## config.mk

```make
export PLATFORM = sky130hd
export DESIGN_NAME = txd_engine
export DESIGN_NICKNAME = d
export VERILOG_FILES = /design/src/rtl/txd_pkg.sv /design/src/rtl/txd_slot_bank.sv /design/src/rtl/txd_streamer.sv /design/src/rtl/txd_regs.sv /design/src/rtl/txd_engine.sv
export SDC_FILE = /design/constraint.sdc
export NUM_CORES = 1
export LEC_CHECK = 0
export BUFFER_PORTS_ARGS = -buffer_cell sky130_fd_sc_hd__clkbuf_2
export CORE_MARGIN = 2
export CORE_UTILIZATION = 47
export DETAILED_ROUTE_END_ITERATION = 16
export PLACE_DENSITY = 0.65
export SLEW_MARGIN = 25
export SYNTH_ARGS = -nofsm -noshare
export SYNTH_HDL_FRONTEND = slang
export SYNTH_SLANG_ARGS = --single-unit
```

## constraint.sdc

```tcl
create_clock -name clk -period 5.1 [get_ports clk]
set_input_delay 0.765 -clock clk [delete_from_list [all_inputs] [get_ports clk]]
set_output_delay 0.765 -clock clk [all_outputs]
set_load 0.005 [all_outputs]
```

## src/rtl/txd_pkg.sv

```systemverilog
`timescale 1ns/1ps
package txd_pkg;
  localparam int unsigned STAT_BASE = 'h10;
  localparam int unsigned ADDR_BASE = 'h20;
  localparam int unsigned INTS_OFS  = 'h3C;
  localparam int unsigned SUMM_OFS  = 'h60;

  localparam int OWN_BIT   = 13;
  localparam int OK_BIT    = 15;
  localparam int ABORT_BIT = 30;

  localparam int INT_OK_BIT  = 2;
  localparam int INT_ERR_BIT = 3;

  // length bits 12:0 and threshold bits 21:16 survive a host write
  localparam logic [31:0] STAT_WR_MASK = 32'h003F_1FFF;

  typedef enum logic [1:0] {
    ST_IDLE,
    ST_FETCH,
    ST_WAIT,
    ST_SEND
  } strm_state_e;
endpackage

```

## src/rtl/txd_slot_bank.sv

```systemverilog
`timescale 1ns/1ps
module txd_slot_bank
  import txd_pkg::*;
#(
  parameter int NSLOT = 4,
  parameter int AW    = 32,
  parameter int LEN_W = 13,
  parameter int SW    = $clog2(NSLOT)
) (
  input  logic                          clk,
  input  logic                          rst_n,
  input  logic [NSLOT-1:0]              wr_stat,
  input  logic [NSLOT-1:0]              wr_addr,
  input  logic [31:0]                   wdata,
  input  logic                          done_ok,
  input  logic                          done_err,
  input  logic [SW-1:0]                 done_slot,
  output logic [NSLOT-1:0][31:0]        stat,
  output logic [NSLOT-1:0][AW-1:0]      baddr,
  output logic [NSLOT-1:0][LEN_W-1:0]   slot_len,
  output logic [NSLOT-1:0]              pend,
  output logic [NSLOT-1:0]              summ
);
  logic [31:0] done_bits;

  always_comb begin
    done_bits = '0;
    done_bits[OWN_BIT] = 1'b1;
    if (done_err) done_bits[ABORT_BIT] = 1'b1;
    else          done_bits[OK_BIT]    = 1'b1;
  end

  for (genvar g = 0; g < NSLOT; g++) begin : g_slot
    logic hit_done;
    assign hit_done    = (done_ok || done_err) && (done_slot == SW'(g));
    assign slot_len[g] = stat[g][LEN_W-1:0];

    always_ff @(posedge clk) begin
      if (!rst_n) begin
        stat[g] <= 32'h0000_2000;
        pend[g] <= 1'b0;
        summ[g] <= 1'b0;
      end else if (hit_done) begin
        stat[g] <= stat[g] | done_bits;
        pend[g] <= 1'b0;
        summ[g] <= 1'b1;
      end else if (wr_stat[g] && !pend[g]) begin
        stat[g] <= wdata & STAT_WR_MASK;
        pend[g] <= 1'b1;
        summ[g] <= 1'b0;
      end
    end

    always_ff @(posedge clk) begin
      if (!rst_n)          baddr[g] <= '0;
      else if (wr_addr[g]) baddr[g] <= wdata[AW-1:0];
    end
  end
endmodule

```

## src/rtl/txd_streamer.sv

```systemverilog
`timescale 1ns/1ps
module txd_streamer
  import txd_pkg::*;
#(
  parameter int NSLOT   = 4,
  parameter int AW      = 32,
  parameter int LEN_W   = 13,
  parameter int MIN_LEN = 60,
  parameter int SW      = $clog2(NSLOT)
) (
  input  logic                        clk,
  input  logic                        rst_n,
  input  logic [NSLOT-1:0]            pend,
  input  logic [NSLOT-1:0][LEN_W-1:0] slot_len,
  input  logic [NSLOT-1:0][AW-1:0]    baddr,
  output logic                        mem_req_valid,
  input  logic                        mem_req_ready,
  output logic [AW-1:0]               mem_req_addr,
  input  logic                        mem_rsp_valid,
  input  logic [7:0]                  mem_rsp_data,
  input  logic                        mem_rsp_err,
  output logic                        tx_valid,
  input  logic                        tx_ready,
  output logic [7:0]                  tx_data,
  output logic                        tx_last,
  output logic                        done_ok,
  output logic                        done_err,
  output logic [SW-1:0]               cur_slot
);
  localparam logic [LEN_W-1:0] MINL = LEN_W'(MIN_LEN);

  strm_state_e      st;
  logic [SW-1:0]    ptr, ptr_nx;
  logic [AW-1:0]    base;
  logic [LEN_W-1:0] dlen, flen, idx;
  logic [7:0]       hold;
  logic             need_mem, last_byte;

  assign need_mem  = idx < dlen;
  assign last_byte = idx == (flen - 1'b1);
  assign ptr_nx    = (ptr == SW'(NSLOT-1)) ? '0 : ptr + 1'b1;

  assign mem_req_valid = (st == ST_FETCH) && need_mem;
  assign mem_req_addr  = base + AW'(idx);
  assign tx_valid      = (st == ST_SEND);
  assign tx_data       = hold;
  assign tx_last       = (st == ST_SEND) && last_byte;
  assign done_ok       = (st == ST_SEND) && tx_ready && last_byte;
  assign done_err      = (st == ST_WAIT) && mem_rsp_valid && mem_rsp_err;
  assign cur_slot      = ptr;

  always_ff @(posedge clk) begin
    if (!rst_n) begin
      st   <= ST_IDLE;
      ptr  <= '0;
      base <= '0;
      dlen <= '0;
      flen <= '0;
      idx  <= '0;
      hold <= '0;
    end else begin
      case (st)
        ST_IDLE: if (pend[ptr]) begin
          base <= baddr[ptr];
          dlen <= slot_len[ptr];
          flen <= (slot_len[ptr] < MINL) ? MINL : slot_len[ptr];
          idx  <= '0;
          st   <= ST_FETCH;
        end
        ST_FETCH: begin
          if (!need_mem) begin
            hold <= 8'h00;
            st   <= ST_SEND;
          end else if (mem_req_ready) begin
            st <= ST_WAIT;
          end
        end
        ST_WAIT: if (mem_rsp_valid) begin
          if (mem_rsp_err) begin
            st  <= ST_IDLE;
            ptr <= ptr_nx;
          end else begin
            hold <= mem_rsp_data;
            st   <= ST_SEND;
          end
        end
        ST_SEND: if (tx_ready) begin
          if (last_byte) begin
            st  <= ST_IDLE;
            ptr <= ptr_nx;
          end else begin
            idx <= idx + 1'b1;
            st  <= ST_FETCH;
          end
        end
        default: st <= ST_IDLE;
      endcase
    end
  end
endmodule

```

## src/rtl/txd_regs.sv

```systemverilog
`timescale 1ns/1ps
module txd_regs
  import txd_pkg::*;
#(
  parameter int NSLOT = 4,
  parameter int AW    = 32,
  parameter int RAW   = 8
) (
  input  logic                     clk,
  input  logic                     rst_n,
  input  logic                     reg_wr,
  input  logic [RAW-1:0]           reg_addr,
  input  logic [31:0]              reg_wdata,
  input  logic [NSLOT-1:0][31:0]   stat,
  input  logic [NSLOT-1:0][AW-1:0] baddr,
  input  logic [NSLOT-1:0]         summ,
  input  logic                     done_ok,
  input  logic                     done_err,
  output logic [NSLOT-1:0]         wr_stat,
  output logic [NSLOT-1:0]         wr_addr,
  output logic [31:0]              reg_rdata,
  output logic                     int_ok,
  output logic                     int_err
);
  logic wr_int;
  assign wr_int = reg_wr && (reg_addr == RAW'(INTS_OFS));

  for (genvar g = 0; g < NSLOT; g++) begin : g_dec
    assign wr_stat[g] = reg_wr && (reg_addr == RAW'(STAT_BASE + 4 * g));
    assign wr_addr[g] = reg_wr && (reg_addr == RAW'(ADDR_BASE + 4 * g));
  end

  always_ff @(posedge clk) begin
    if (!rst_n) begin
      int_ok  <= 1'b0;
      int_err <= 1'b0;
    end else begin
      if (done_ok)                              int_ok <= 1'b1;
      else if (wr_int && reg_wdata[INT_OK_BIT]) int_ok <= 1'b0;
      if (done_err)                               int_err <= 1'b1;
      else if (wr_int && reg_wdata[INT_ERR_BIT])  int_err <= 1'b0;
    end
  end

  always_comb begin
    reg_rdata = '0;
    for (int i = 0; i < NSLOT; i++) begin
      if (reg_addr == RAW'(STAT_BASE + 4 * i)) reg_rdata = stat[i];
      if (reg_addr == RAW'(ADDR_BASE + 4 * i)) reg_rdata = 32'(baddr[i]);
    end
    if (reg_addr == RAW'(SUMM_OFS)) reg_rdata = 32'(summ);
    if (reg_addr == RAW'(INTS_OFS)) begin
      reg_rdata[INT_OK_BIT]  = int_ok;
      reg_rdata[INT_ERR_BIT] = int_err;
    end
  end
endmodule

```

## src/rtl/txd_engine.sv

```systemverilog
`timescale 1ns/1ps
module txd_engine #(
  parameter int NSLOT   = 4,
  parameter int AW      = 32,
  parameter int LEN_W   = 13,
  parameter int MIN_LEN = 60,
  parameter int RAW     = 8
) (
  input  logic           clk,
  input  logic           rst_n,
  input  logic           reg_wr,
  input  logic [RAW-1:0] reg_addr,
  input  logic [31:0]    reg_wdata,
  output logic [31:0]    reg_rdata,
  output logic           mem_req_valid,
  input  logic           mem_req_ready,
  output logic [AW-1:0]  mem_req_addr,
  input  logic           mem_rsp_valid,
  input  logic [7:0]     mem_rsp_data,
  input  logic           mem_rsp_err,
  output logic           tx_valid,
  input  logic           tx_ready,
  output logic [7:0]     tx_data,
  output logic           tx_last,
  output logic           irq
);
  localparam int SW = $clog2(NSLOT);

  logic [NSLOT-1:0]            wr_stat, wr_addr, pend, summ;
  logic [NSLOT-1:0][31:0]      stat;
  logic [NSLOT-1:0][AW-1:0]    baddr;
  logic [NSLOT-1:0][LEN_W-1:0] slot_len;
  logic                        done_ok, done_err, int_ok, int_err;
  logic [SW-1:0]               cur_slot;

  txd_slot_bank #(.NSLOT(NSLOT), .AW(AW), .LEN_W(LEN_W)) u_bank (
    .clk(clk), .rst_n(rst_n), .wr_stat(wr_stat), .wr_addr(wr_addr),
    .wdata(reg_wdata), .done_ok(done_ok), .done_err(done_err),
    .done_slot(cur_slot), .stat(stat), .baddr(baddr), .slot_len(slot_len),
    .pend(pend), .summ(summ)
  );

  txd_streamer #(.NSLOT(NSLOT), .AW(AW), .LEN_W(LEN_W), .MIN_LEN(MIN_LEN)) u_strm (
    .clk(clk), .rst_n(rst_n), .pend(pend), .slot_len(slot_len), .baddr(baddr),
    .mem_req_valid(mem_req_valid), .mem_req_ready(mem_req_ready),
    .mem_req_addr(mem_req_addr), .mem_rsp_valid(mem_rsp_valid),
    .mem_rsp_data(mem_rsp_data), .mem_rsp_err(mem_rsp_err),
    .tx_valid(tx_valid), .tx_ready(tx_ready), .tx_data(tx_data),
    .tx_last(tx_last), .done_ok(done_ok), .done_err(done_err),
    .cur_slot(cur_slot)
  );

  txd_regs #(.NSLOT(NSLOT), .AW(AW), .RAW(RAW)) u_regs (
    .clk(clk), .rst_n(rst_n), .reg_wr(reg_wr), .reg_addr(reg_addr),
    .reg_wdata(reg_wdata), .stat(stat), .baddr(baddr), .summ(summ),
    .done_ok(done_ok), .done_err(done_err), .wr_stat(wr_stat),
    .wr_addr(wr_addr), .reg_rdata(reg_rdata), .int_ok(int_ok),
    .int_err(int_err)
  );

  assign irq = int_ok || int_err;
endmodule

```

==> flow_summary.ini, run 1 <==
[job]
max-cap-violations = 0

[sta]
worstMarginPinSlew_ns = 1.056
skew_ns = 0.02134
hold_viol_final = 0
max_slew_margin_pct = 29.58
setup_violations = 0
fin_tns_setup_ns = 0
setup_ws_ns = 0.8483
fin_crit_sh_pct = 83.37
fmax_ghz = 0.2352
grt_setup_unrepaired = false
maxSlewViolCount = 0
period_needed_ns = 4.252

[cells_and_area]
drive_above_1_share_pct = 14.92
finish.net_count = 1959
area.growth.synth_to_final_pct = 13.80
nFillCells = 2990

[placed_design]
gp_congestion = 0.8637
preCtsSetupSlack_ns = 1.009
portBuffers = 130
dp_hpwl_um = 31210

[floorplanning]
rows = 66
coreArea_mm2 = 0.03229
fp.dieW_um = 184.3
initial_core_util_pct = 47.33
io_pins = 131
die_y_um = 184.3
fp.dieArea_mm2 = 0.03397

[grt]
grt_max_degree = 108
grt_pass1_wl_um = 75200
grtUsageTotal_pct = 28.39
antenna_found_initial = 0
grt_pass1_vias = 13336
globalRoute.totalOverflow = 0

[route]
drc = 0
wl_per_cell_um = 20.77
dr.pass1.iters = 6
finalWirelength_um = 48620
drt-initial-drc-count = 1606
viasPerCell = 6.007
via_count = 14063
drtAntennaViolNets = 0

[cts]
cts_htree_levels = 2
insertion_delay_ns = 0.52
clk_pin_slew_worst_paths_ns = 0.06
clk_path_buf_depth = 3
cts_setup_buffers = 0
ctsHoldBuffers = 0
cts_made_buffers = 35
cts_tree = done
cts_sinks = 309
cts.repair.resized = 0
cts-root-buf = clkbuf_16

[pwr]
powerDensity_mw_per_mm2 = 292.5
ir_worst_vdd_uv = 322.8
total_power_w = 0.005086
p_leak_nw = 6.681

[worst_setup_path]
cp_cell_sequence = ha_1, inv_1, fa_1, nor2b_1, o21ai_0, a21o_1, a21oi_1, a211o_1, nand4_1, xnor2_1, clkbuf_2
crit_type = flip-flop to output port
critPathLaunchType = flip-flop
crit_path_top_delay_cell = dfxtp_1
slowest_delay_ns = 0.49
end_kind = output port
cp.required_ns = 4.34
cp.arrival_ns = 3.49
crit_fanout = 9

[yosys]
syn_nets = 1899
synth_top_family_by_area = simple AND/OR/NAND/NOR gates
synth_warnings = 0
yosysSeqAreaShare_pct = 40.48
synth_mux_area_share_pct = 11.95
synth-compound-area-share_pct = 17.27
synthTopCellsByArea = dfxtp_1 40%, nand2_1 12%, a21oi_1 7.7%
yosysTopAreaCell = dfxtp_1
synth_cell_types = 70
synth_ff_type = dfxtp_1
async_reset_ff_share_pct = 0
syn-cell-area_mm2 = 0.01528
syn_inst = 1812
synth_xor_area_share_pct = 2.522
avgSynthCellArea_um2 = 8.434
yosys.area_share.simple_pct = 20.77
ys_ff_latch = 309
synth_top_area_share_pct = 40.48
synth-adder-area-share_pct = 2.669
synth_edf_count = 0

[status]
status = completed

[hold_path]
min_path_type = input port to flip-flop
[cell type report]
class / instances / area (µm²) / share of cell area (%)
multi-input combinational: 1338 / 8473 / 48.72
sequential: 309 / 6188 / 35.58
clock buffer: 52 / 1052 / 6.050
timing repair buffer: 156 / 889.6 / 5.115
tap: 442 / 553.0 / 3.180
inverter: 32 / 125.1 / 0.7194
clock inverter: 10 / 105.1 / 0.6043
antenna: 2 / 5.005 / 0.02878
[sequential cells by signal, summed over array words and instances, names as in the netlist]
signal / count
u_bank.stat: 36
u_strm.idx: 13
u_strm.tx_data: 8
u_strm.dlen: 13
u_strm.st: 2
u_regs.int_err: 1
u_regs.int_ok: 1
u_bank.baddr: 128
u_bank.summ: 4
u_bank.slot_len: 52
u_strm.flen: 13
u_strm.cur_slot: 2
u_bank.pend: 4
u_strm.base: 32
[worst paths after layout]
path,slack (ns),from,end,depth (start not counted)
max,0.85,u_strm.idx[0]$_SDFFE_PN0P_,mem_req_addr[20],11
min,0.44,mem_req_ready,u_strm.st[0]$_SDFFE_PN0P_,2
max reg2reg,1.19,u_strm.flen[3]$_SDFFE_PN0P_,u_bank.slot_len[38]$_SDFFE_PN0P_,8
min reg2reg,0.46,u_strm.dlen[1]$_SDFFE_PN0P_,u_strm.dlen[1]$_SDFFE_PN0P_,2
[report_power, final]
group | switching (W) | total (W) | internal (W)
clock | 0.00101 | 0.00254 | 0.00153
combinational | 0.0000940 | 0.000124 | 0.0000303
sequential | 0.00000263 | 0.00242 | 0.00242
total | 0.00111 | 0.00509 | 0.00398
[critical path: cells and delay by family, from the launching register on]
kind,cells,cell delay [ns]
flip-flops,1,0.49
adder cells (fa/ha/maj),2,0.72
AND/OR/NAND/NOR,2,0.28
buffers and inverters,2,0.22
AO/OA/AOI/OAI,4,1.06
XOR/XNOR,1,0.21
[synthesized netlist by cell type, types with 7 or more instances]
library cell / instances
inv_1: 31
xor2_1: 20
nor2_1: 56
or4_1: 14
a21o_1: 7
nor3b_1: 11
mux4_2: 46
a222oi_1: 11
a221o_1: 20
buf_1: 7
o21ai_0: 15
xnor2_1: 24
a22o_1: 22
and3_1: 21
dfxtp_1: 309
o21ai_1: 9
a31oi_1: 11
a21oi_1: 235
and2_1: 9
nand2_1: 483
clkbuf_1: 113
nand3_1: 26
nor3_1: 17
nand4_1: 25
ha_1: 31
mux2i_1: 79
a22oi_1: 46
o31ai_1: 12
[metal layers]
metal  GRT usage, %  wire length, µm
met3          4.031             3664
met5              0                0
met1          38.29            20770
met4          11.30             1706
met2          45.92            22480
[logic make-up (layout without fill, tap and decap cells)]
family | after synthesis | count (layout)
AOI/OAI and AO/OA | 422 | 422
xor gates and xnor gates | 44 | 44
adders and majority gates | 32 | 32
buffers and inverters | 165 | 250
DFF | 309 | 309
muxes | 125 | 125
other | 0 | 2
and+or+nand+nor | 715 | 715
[placed cells by master (no fill, tap or decap), types with 14 or more instances in the layout]
cell	instances
a21oi_1	232
a221o_1	20
a22o_1	22
a22oi_1	46
and3_1	19
buf_4	23
clkbuf_16	37
clkbuf_2	129
dfxtp_1	307
ha_1	31
inv_1	31
mux2i_1	79
mux4_2	46
nand2_1	481
nand3_1	26
nand4_1	25
nor2_1	56
nor3_1	16
o21ai_0	15
or4_1	14
xnor2_1	24
xor2_1	20
[per-stage QoR]
| stage | util (%) | cell area [µm²] | cells | hold WS, ns |
|---|---|---|---|---|
| 5_1_grt | 53.85 | 17390 | 2339 | 0.4446 |
| 3_3_place_gp | 50.25 | 16230 | 2277 | 0.4388 |
| 6_report | 53.86 | 17390 | 2341 | 0.4443 |
| 3_5_place_dp | 50.25 | 16230 | 2277 | 0.4466 |
| 4_1_cts | 53.84 | 17380 | 2339 | 0.4332 |
| 2_1_floorplan | - | 15280 | 1812 | 0.4305 |
(Power assumes the default switching activity.)
==> run 2, diff against run 1 <==
--- a/config.mk
+++ b/config.mk
@@ -5,11 +5,12 @@
 export SDC_FILE = /design/constraint.sdc
 export NUM_CORES = 1
 export LEC_CHECK = 0
+export ABC_AREA = 1
 export BUFFER_PORTS_ARGS = -buffer_cell sky130_fd_sc_hd__clkbuf_2
 export CORE_MARGIN = 2
 export CORE_UTILIZATION = 47
 export DETAILED_ROUTE_END_ITERATION = 16
-export PLACE_DENSITY = 0.65
+export PLACE_DENSITY = 0.67
 export SLEW_MARGIN = 25
 export SYNTH_ARGS = -nofsm -noshare
 export SYNTH_HDL_FRONTEND = slang
==> constraint.sdc (replaced) <==
create_clock -name clk -period 3.5 [get_ports clk]
set_input_delay 0.525 -clock clk [delete_from_list [all_inputs] [get_ports clk]]
set_output_delay 0.525 -clock clk [all_outputs]
set_load 0.005 [all_outputs]
==> run 2 against run 1 <==
Effect of this change: register-to-register slack worse by 0.63 ns; non-clock buffer count grew 29; clock-buffer cell count decreased by 3; synthesized cell count grew 34%; wire length up 12%; critical path depth unchanged; cell count increased by 27%; die area rose by 7.4%; global-route usage is 0.65 points higher; utilization grew 0.35 points; flip-flop and latch count did not move; clock skew up 0.00055 ns.
==> flow_summary.ini, run 2 <==
[yosys]
synth_cell_types = 46
ys_ff_latch = 309
synthTopCellsByArea = dfxtp_1 38%, a21oi_1 10%, nand2_1 9.5%
async_reset_ff_share_pct = 0
yosysMostFrequentCell = nand2_1
synth_warnings = 0
synthTopCellsByCount = 416 x nand2_1, 330 x a21oi_1, 309 x dfxtp_1
syn_inst = 2433
synth_edf_count = 0
avgSynthCellArea_um2 = 6.755
yosysSeqAreaShare_pct = 37.64
syn_nets = 2520
synth_ff_type = dfxtp_1
synth_top_area_share_pct = 37.64
yosysTopAreaCell = dfxtp_1
syn-cell-area_mm2 = 0.01644

[worst_setup_path]
rrSetupSlack_ns = 0.56
crit_type = flip-flop to output port
cp.required_ns = 2.97
cp.arrival_ns = 2.81
end_kind = output port
critPathLaunchType = flip-flop
crit_fanout = 3

[grt]
grt_pass1_vias = 15496
globalRoute.totalOverflow = 0
grt_max_degree = 221
grtUsageTotal_pct = 29.04
grt_pass1_wl_um = 84220
antenna_found_initial = 0

[sta]
setup_ws_ns = 0.1613
skew_ns = 0.02189
max_slew_margin_pct = 18.83
maxSlewViolCount = 0
fmax_ghz = 0.2995
grt_setup_unrepaired = true
setup_violations = 0
period_needed_ns = 3.339
fin_crit_sh_pct = 95.39
worstMarginPinSlew_ns = 1.218
hold_viol_final = 0

[pwr]
p_leak_nw = 7.638
ir_worst_vdd_uv = 244.0
powerDensity_mw_per_mm2 = 400.2

[placed_design]
preCtsSetupSlack_ns = 0.3771
portBuffers = 130
dp_cells = 2915
gp_congestion = 0.9277
dp_hpwl_um = 35950

[route]
drtAntennaViolNets = 0
drt-initial-drc-count = 1543
drc = 0
dr.pass1.iters = 6
viasPerCell = 5.718
via_count = 17040
finalWirelength_um = 54270
wl_per_cell_um = 18.21

[cts]
cts_tree = done
clk_path_buf_depth = 3
clk_pin_slew_worst_paths_ns = 0.06
cts_made_buffers = 35
cts-root-buf = clkbuf_16
cts_htree_levels = 2
ctsHoldBuffers = 0
insertion_delay_ns = 0.53
cts_sinks = 309

[floorplanning]
rows = 68
fp.dieArea_mm2 = 0.03648
coreArea_mm2 = 0.03446
die_y_um = 191
io_pins = 131
fp.dieW_um = 191
initial_core_util_pct = 47.70

[cells_and_area]
final_cells = 2980
largest_reg_flops = 128
finish.net_count = 2586
drive_above_1_share_pct = 11.60
top_register = u_bank.baddr
n_antenna_cell = 0
layout_commonest_cell = nand2_1
layout_common_cells = 413 x nand2_1, 329 x a21oi_1, 307 x dfxtp_1, 285 x o21ai_0, 253 x inv_1
area.growth.synth_to_final_pct = 13.66

[job]
max-cap-violations = 0

[hold_path]
min_path_type = input port to flip-flop

[status]
status = completed
[run 2: cell count changes in the layout (fill, tap and decap cells not counted), sizes merged, moves of 22 or more]
cell | previous run | this run
a22o | 22 | 0
nand3 | 26 | 184
a22oi | 46 | 0
nor2 | 56 | 231
o21ai | 24 | 288
inv | 32 | 260
a21oi | 235 | 330
mux4 | 46 | 0
o22ai | 3 | 28
mux2i | 79 | 0
buf | 27 | 57
nand2 | 483 | 421
[run 2: timing repair]
item	4_1_cts	5_1_grt
pin swaps	0	5
endpoints found under the setup margin	8	13
buffers inserted	0	2
resized for setup	4	14
[run 2: critical path, cell delays in order (launching register included)]
cell and delay [ns]:
dfxtp_1 0.33, ha_2 0.18, inv_1 0.06, fa_2 0.40
o21ai_2 0.17, a21oi_2 0.10, o21ai_2 0.24, nand4_1 0.18
nand2_2 0.13, nor3b_4 0.20, xor2_1 0.17, buf_2 0.14
[run 2: path summary, 6_finish.rpt]
check	start	endpoint	cells after the start
worst max register to register	u_strm.flen[0]$_SDFFE_PN0P_	u_bank.slot_len[49]$_SDFFE_PN0P_	12
worst min register to register	u_bank.baddr[127]$_SDFFE_PN0P_	u_bank.baddr[127]$_SDFFE_PN0P_	2
worst max-delay path	u_strm.base[0]$_SDFFE_PN0P_	mem_req_addr[24]	11
worst min-delay path	mem_rsp_data[0]	u_strm.tx_data[0]$_SDFFE_PN0P_	3
[run 2: layer usage]
layer / part of all wire, % / up-vias / track usage (%) / routed length, µm
met5: 0 / - / 0 / 0
li1: - / 8255 / - / -
met4: 3.2 / 0 / 9.690 / 1749
met3: 9.2 / 113 / 4.938 / 5009
met2: 44 / 737 / 46.21 / 24030
met1: 43 / 7935 / 39.80 / 23480
[run 2: power by group]
part | switching (W) | internal (W)
clock | 0.00152 | 0.00219
combinational | 0.000170 | 0.0000690
sequential | 0.00000330 | 0.00352
[run 2: stage by stage]
stage / utilization, % / total power [W] / hold slack, ns / setup TNS (ns) / instance area [µm²]
2_1_floorplan: - / 0.003736 / 0.4358 / 0 / 16440
3_3_place_gp: 50.62 / 0.003833 / 0.4488 / 0 / 17440
6_report: 54.22 / 0.007476 / 0.2614 / 0 / 18680
3_5_place_dp: 50.62 / 0.003837 / 0.4537 / 0 / 17440
5_1_grt: 54.22 / 0.007664 / 0.2716 / -0.03443 / 18680
4_1_cts: 53.99 / 0.007498 / 0.2518 / -0.002421 / 18610
[run 2: cell families (layout without fill, tap and decap cells)]
family	count (synthesis)	count (layout)	share of synthesized area, %
compound gates	729	729	23.90
xor+xnor	47	47	2.505
fa+ha+maj	32	32	2.482
buf+inv	415	507	10.25
flops	309	309	37.64
simple gates	901	901	23.23
[run 2: area by class of cell]
class,count,area [µm²]
clock buffer,49,1018
tap,455,569.3
fill,3361,15780
clock inverter,14,133.9
inverter,259,974.7
timing repair buffer,185,1132
multi-input combinational,1709,8665
sequential,309,6188
==> run 3, diff against run 2 <==
--- a/config.mk
+++ b/config.mk
@@ -5,12 +5,11 @@
 export SDC_FILE = /design/constraint.sdc
 export NUM_CORES = 1
 export LEC_CHECK = 0
-export ABC_AREA = 1
 export BUFFER_PORTS_ARGS = -buffer_cell sky130_fd_sc_hd__clkbuf_2
 export CORE_MARGIN = 2
 export CORE_UTILIZATION = 47
 export DETAILED_ROUTE_END_ITERATION = 16
-export PLACE_DENSITY = 0.67
+export PLACE_DENSITY = 0.68
 export SLEW_MARGIN = 25
 export SYNTH_ARGS = -nofsm -noshare
 export SYNTH_HDL_FRONTEND = slang
==> run 3 against run 2 <==
Effect of this change: via count down 16%; sequential share of layout area up 1.7 points; sequential power about the same; utilization up 0.89 points; clock skew down 0.0088 ns; clock-buffer cell count unchanged; critical endpoint is now mem_req_addr[20]; largest cell class unchanged; highest routed layer unchanged.
==> flow_summary.ini, run 3 (synthesis results as in run 1) <==
[status]
status = completed

[cts]
cts_sinks = 309
cts_made_buffers = 34
insertion_delay_ns = 0.51
cts-root-buf = clkbuf_16
cts_htree_levels = 2
clk_pin_slew_worst_paths_ns = 0.06
cts_tree = done
clk_path_buf_depth = 3

[worst_setup_path]
cp.arrival_ns = 2.81
worst_r2r_endpoint = u_bank.slot_len[48]$_SDFFE_PN0P_
r2r_cells = 8
end_kind = output port
critPathLaunchType = flip-flop
crit_type = flip-flop to output port
cp.required_ns = 2.97
crit_start = u_strm.idx[0]$_SDFFE_PN0P_
reg2reg_from = u_strm.flen[2]$_SDFFE_PN0P_
rrSetupSlack_ns = 0.28
cp_cell_sequence = ha_4, inv_1, fa_2, nor2b_1, o21ai_1, a21o_1, a21oi_4, a211o_4, nand4_1, xnor2_1, clkbuf_2
cp-endpoint = mem_req_addr[20]
slowest_delay_ns = 0.40
crit_fanout = 7
crit_path_top_delay_cell = fa_2

[cells_and_area]
stdcell_area_mm2 = 0.01779
layout_common_cells = 482 x nand2_1, 305 x dfxtp_1, 231 x a21oi_1, 129 x clkbuf_2, 79 x mux2i_1
layout_commonest_cell = nand2_1
finish.net_count = 1998
register_area_mm2 = 0.006193
nFillCells = 2957
area.growth.synth_to_final_pct = 16.43
multi_input_area_mm2 = 0.008612
top_register = u_bank.baddr
drive_above_1_share_pct = 17.11
largest_reg_flops = 128

[placed_design]
preCtsSetupSlack_ns = 0.1828
portBuffers = 130
dp_hpwl_um = 32980
placed_cell_area_mm2 = 0.01655
gp_congestion = 0.9113

[grt]
globalRoute.totalOverflow = 0
grt_pass1_vias = 13780
grt_pass1_wl_um = 76870
antenna_found_initial = 2
grtUsageTotal_pct = 28.77
grt_max_degree = 205

[floorplanning]
fp.dieW_um = 184.3
coreArea_mm2 = 0.03229
fp.dieArea_mm2 = 0.03397
die_y_um = 184.3
io_pins = 131
initial_core_util_pct = 47.33
rows = 66

[route]
finalWirelength_um = 49570
via_count = 14387
wl_per_cell_um = 20.84
drtAntennaViolNets = 0
viasPerCell = 6.050
dr.pass1.iters = 6
drt-initial-drc-count = 1446
drc = 0

[sta]
period_needed_ns = 3.332
holdWs_ns = 0.2104
skew_ns = 0.01310
worstMarginPinSlew_ns = 1.168
maxSlewViolCount = 0
fin_crit_sh_pct = 95.19
fmax_ghz = 0.3002
hold_viol_final = 0
max_slew_margin_pct = 22.13
setup_ws_ns = 0.1685
setup_violations = 0

[pwr]
p_leak_nw = 6.893
ir_worst_vdd_uv = 377.4
powerDensity_mw_per_mm2 = 404.5

[hold_path]
min_path_type = input port to flip-flop
hp-start = mem_req_ready

[job]
max-cap-violations = 0
## run 3: layer usage
layer	part of all wire, %	global-route usage [%]	routed length [µm]	vias to the layer above
met5	0	0	0	-
met4	4.0	12.32	1993	0
li1	-	-	-	6637
met2	47	47.14	23060	739
met3	8.3	4.762	4122	134
met1	41	37.52	20390	6877
## run 3: per-stage QoR
step	total power, W	instances	setup TNS [ns]	util [%]
5_1_grt	0.007382	2376	-0.0004163	55.09
3_5_place_dp	0.003785	2312	0	51.24
4_1_cts	0.007206	2373	0	54.73
3_3_place_gp	0.003781	2312	0	51.23
2_1_floorplan	0.003693	1812	0	-
6_report	0.007197	2378	0	55.11
## run 3: where the power goes
| group | internal [W] | total, W | switching [W] |
|---|---|---|---|
| Clock | 0.00202 | 0.00349 | 0.00146 |
| Combinational | 0.0000491 | 0.000188 | 0.000139 |
| Sequential | 0.00352 | 0.00352 | 0.00000368 |
## run 3: final cells by class
cell class / instances / share of cell area, %
well taps: 442 / 3.108
inverters: 32 / 0.7032
diodes: 2 / 0.02813
clock buffers: 49 / 5.499
clock inverters: 10 / 0.4782
repair buffers: 195 / 6.976
multi-input cells: 1339 / 48.40
flip-flops and latches: 309 / 34.81
## run 3: worst min path at each step
stage,end,slack (ns),depth (start not counted)
2_1_floorplan,u_bank.stat[15]$_SDFFE_PN0P_,0.43,2
3_3_place_gp,u_bank.stat[112]$_SDFFE_PN0P_,0.44,2
3_5_place_dp,u_strm.dlen[3]$_SDFFE_PN0P_,0.45,2
4_1_cts,u_strm.st[0]$_SDFFE_PN0P_,0.21,2
5_1_grt,u_strm.st[0]$_SDFFE_PN0P_,0.22,2
6_report,u_strm.st[0]$_SDFFE_PN0P_,0.21,2
## run 3: repair_timing
item | in CTS | in global routing
endpoints found under the setup margin | 20 | 21
buffers inserted | 1 | 3
hold buffers | 0 | 0
pin swaps | 3 | 10
gates cloned | 1 | 0
resized for setup | 9 | 17
## run 3: worst max-delay path: cells and delay by family (launching register included)
family                   cells  cell delay (ns)
AO/OA/AOI/OAI                4             0.69
XOR/XNOR                     1             0.22
adder cells (fa/ha/maj)      2             0.55
buffers and inverters        2             0.20
flip-flops                   1             0.39
AND/OR/NAND/NOR              2             0.25
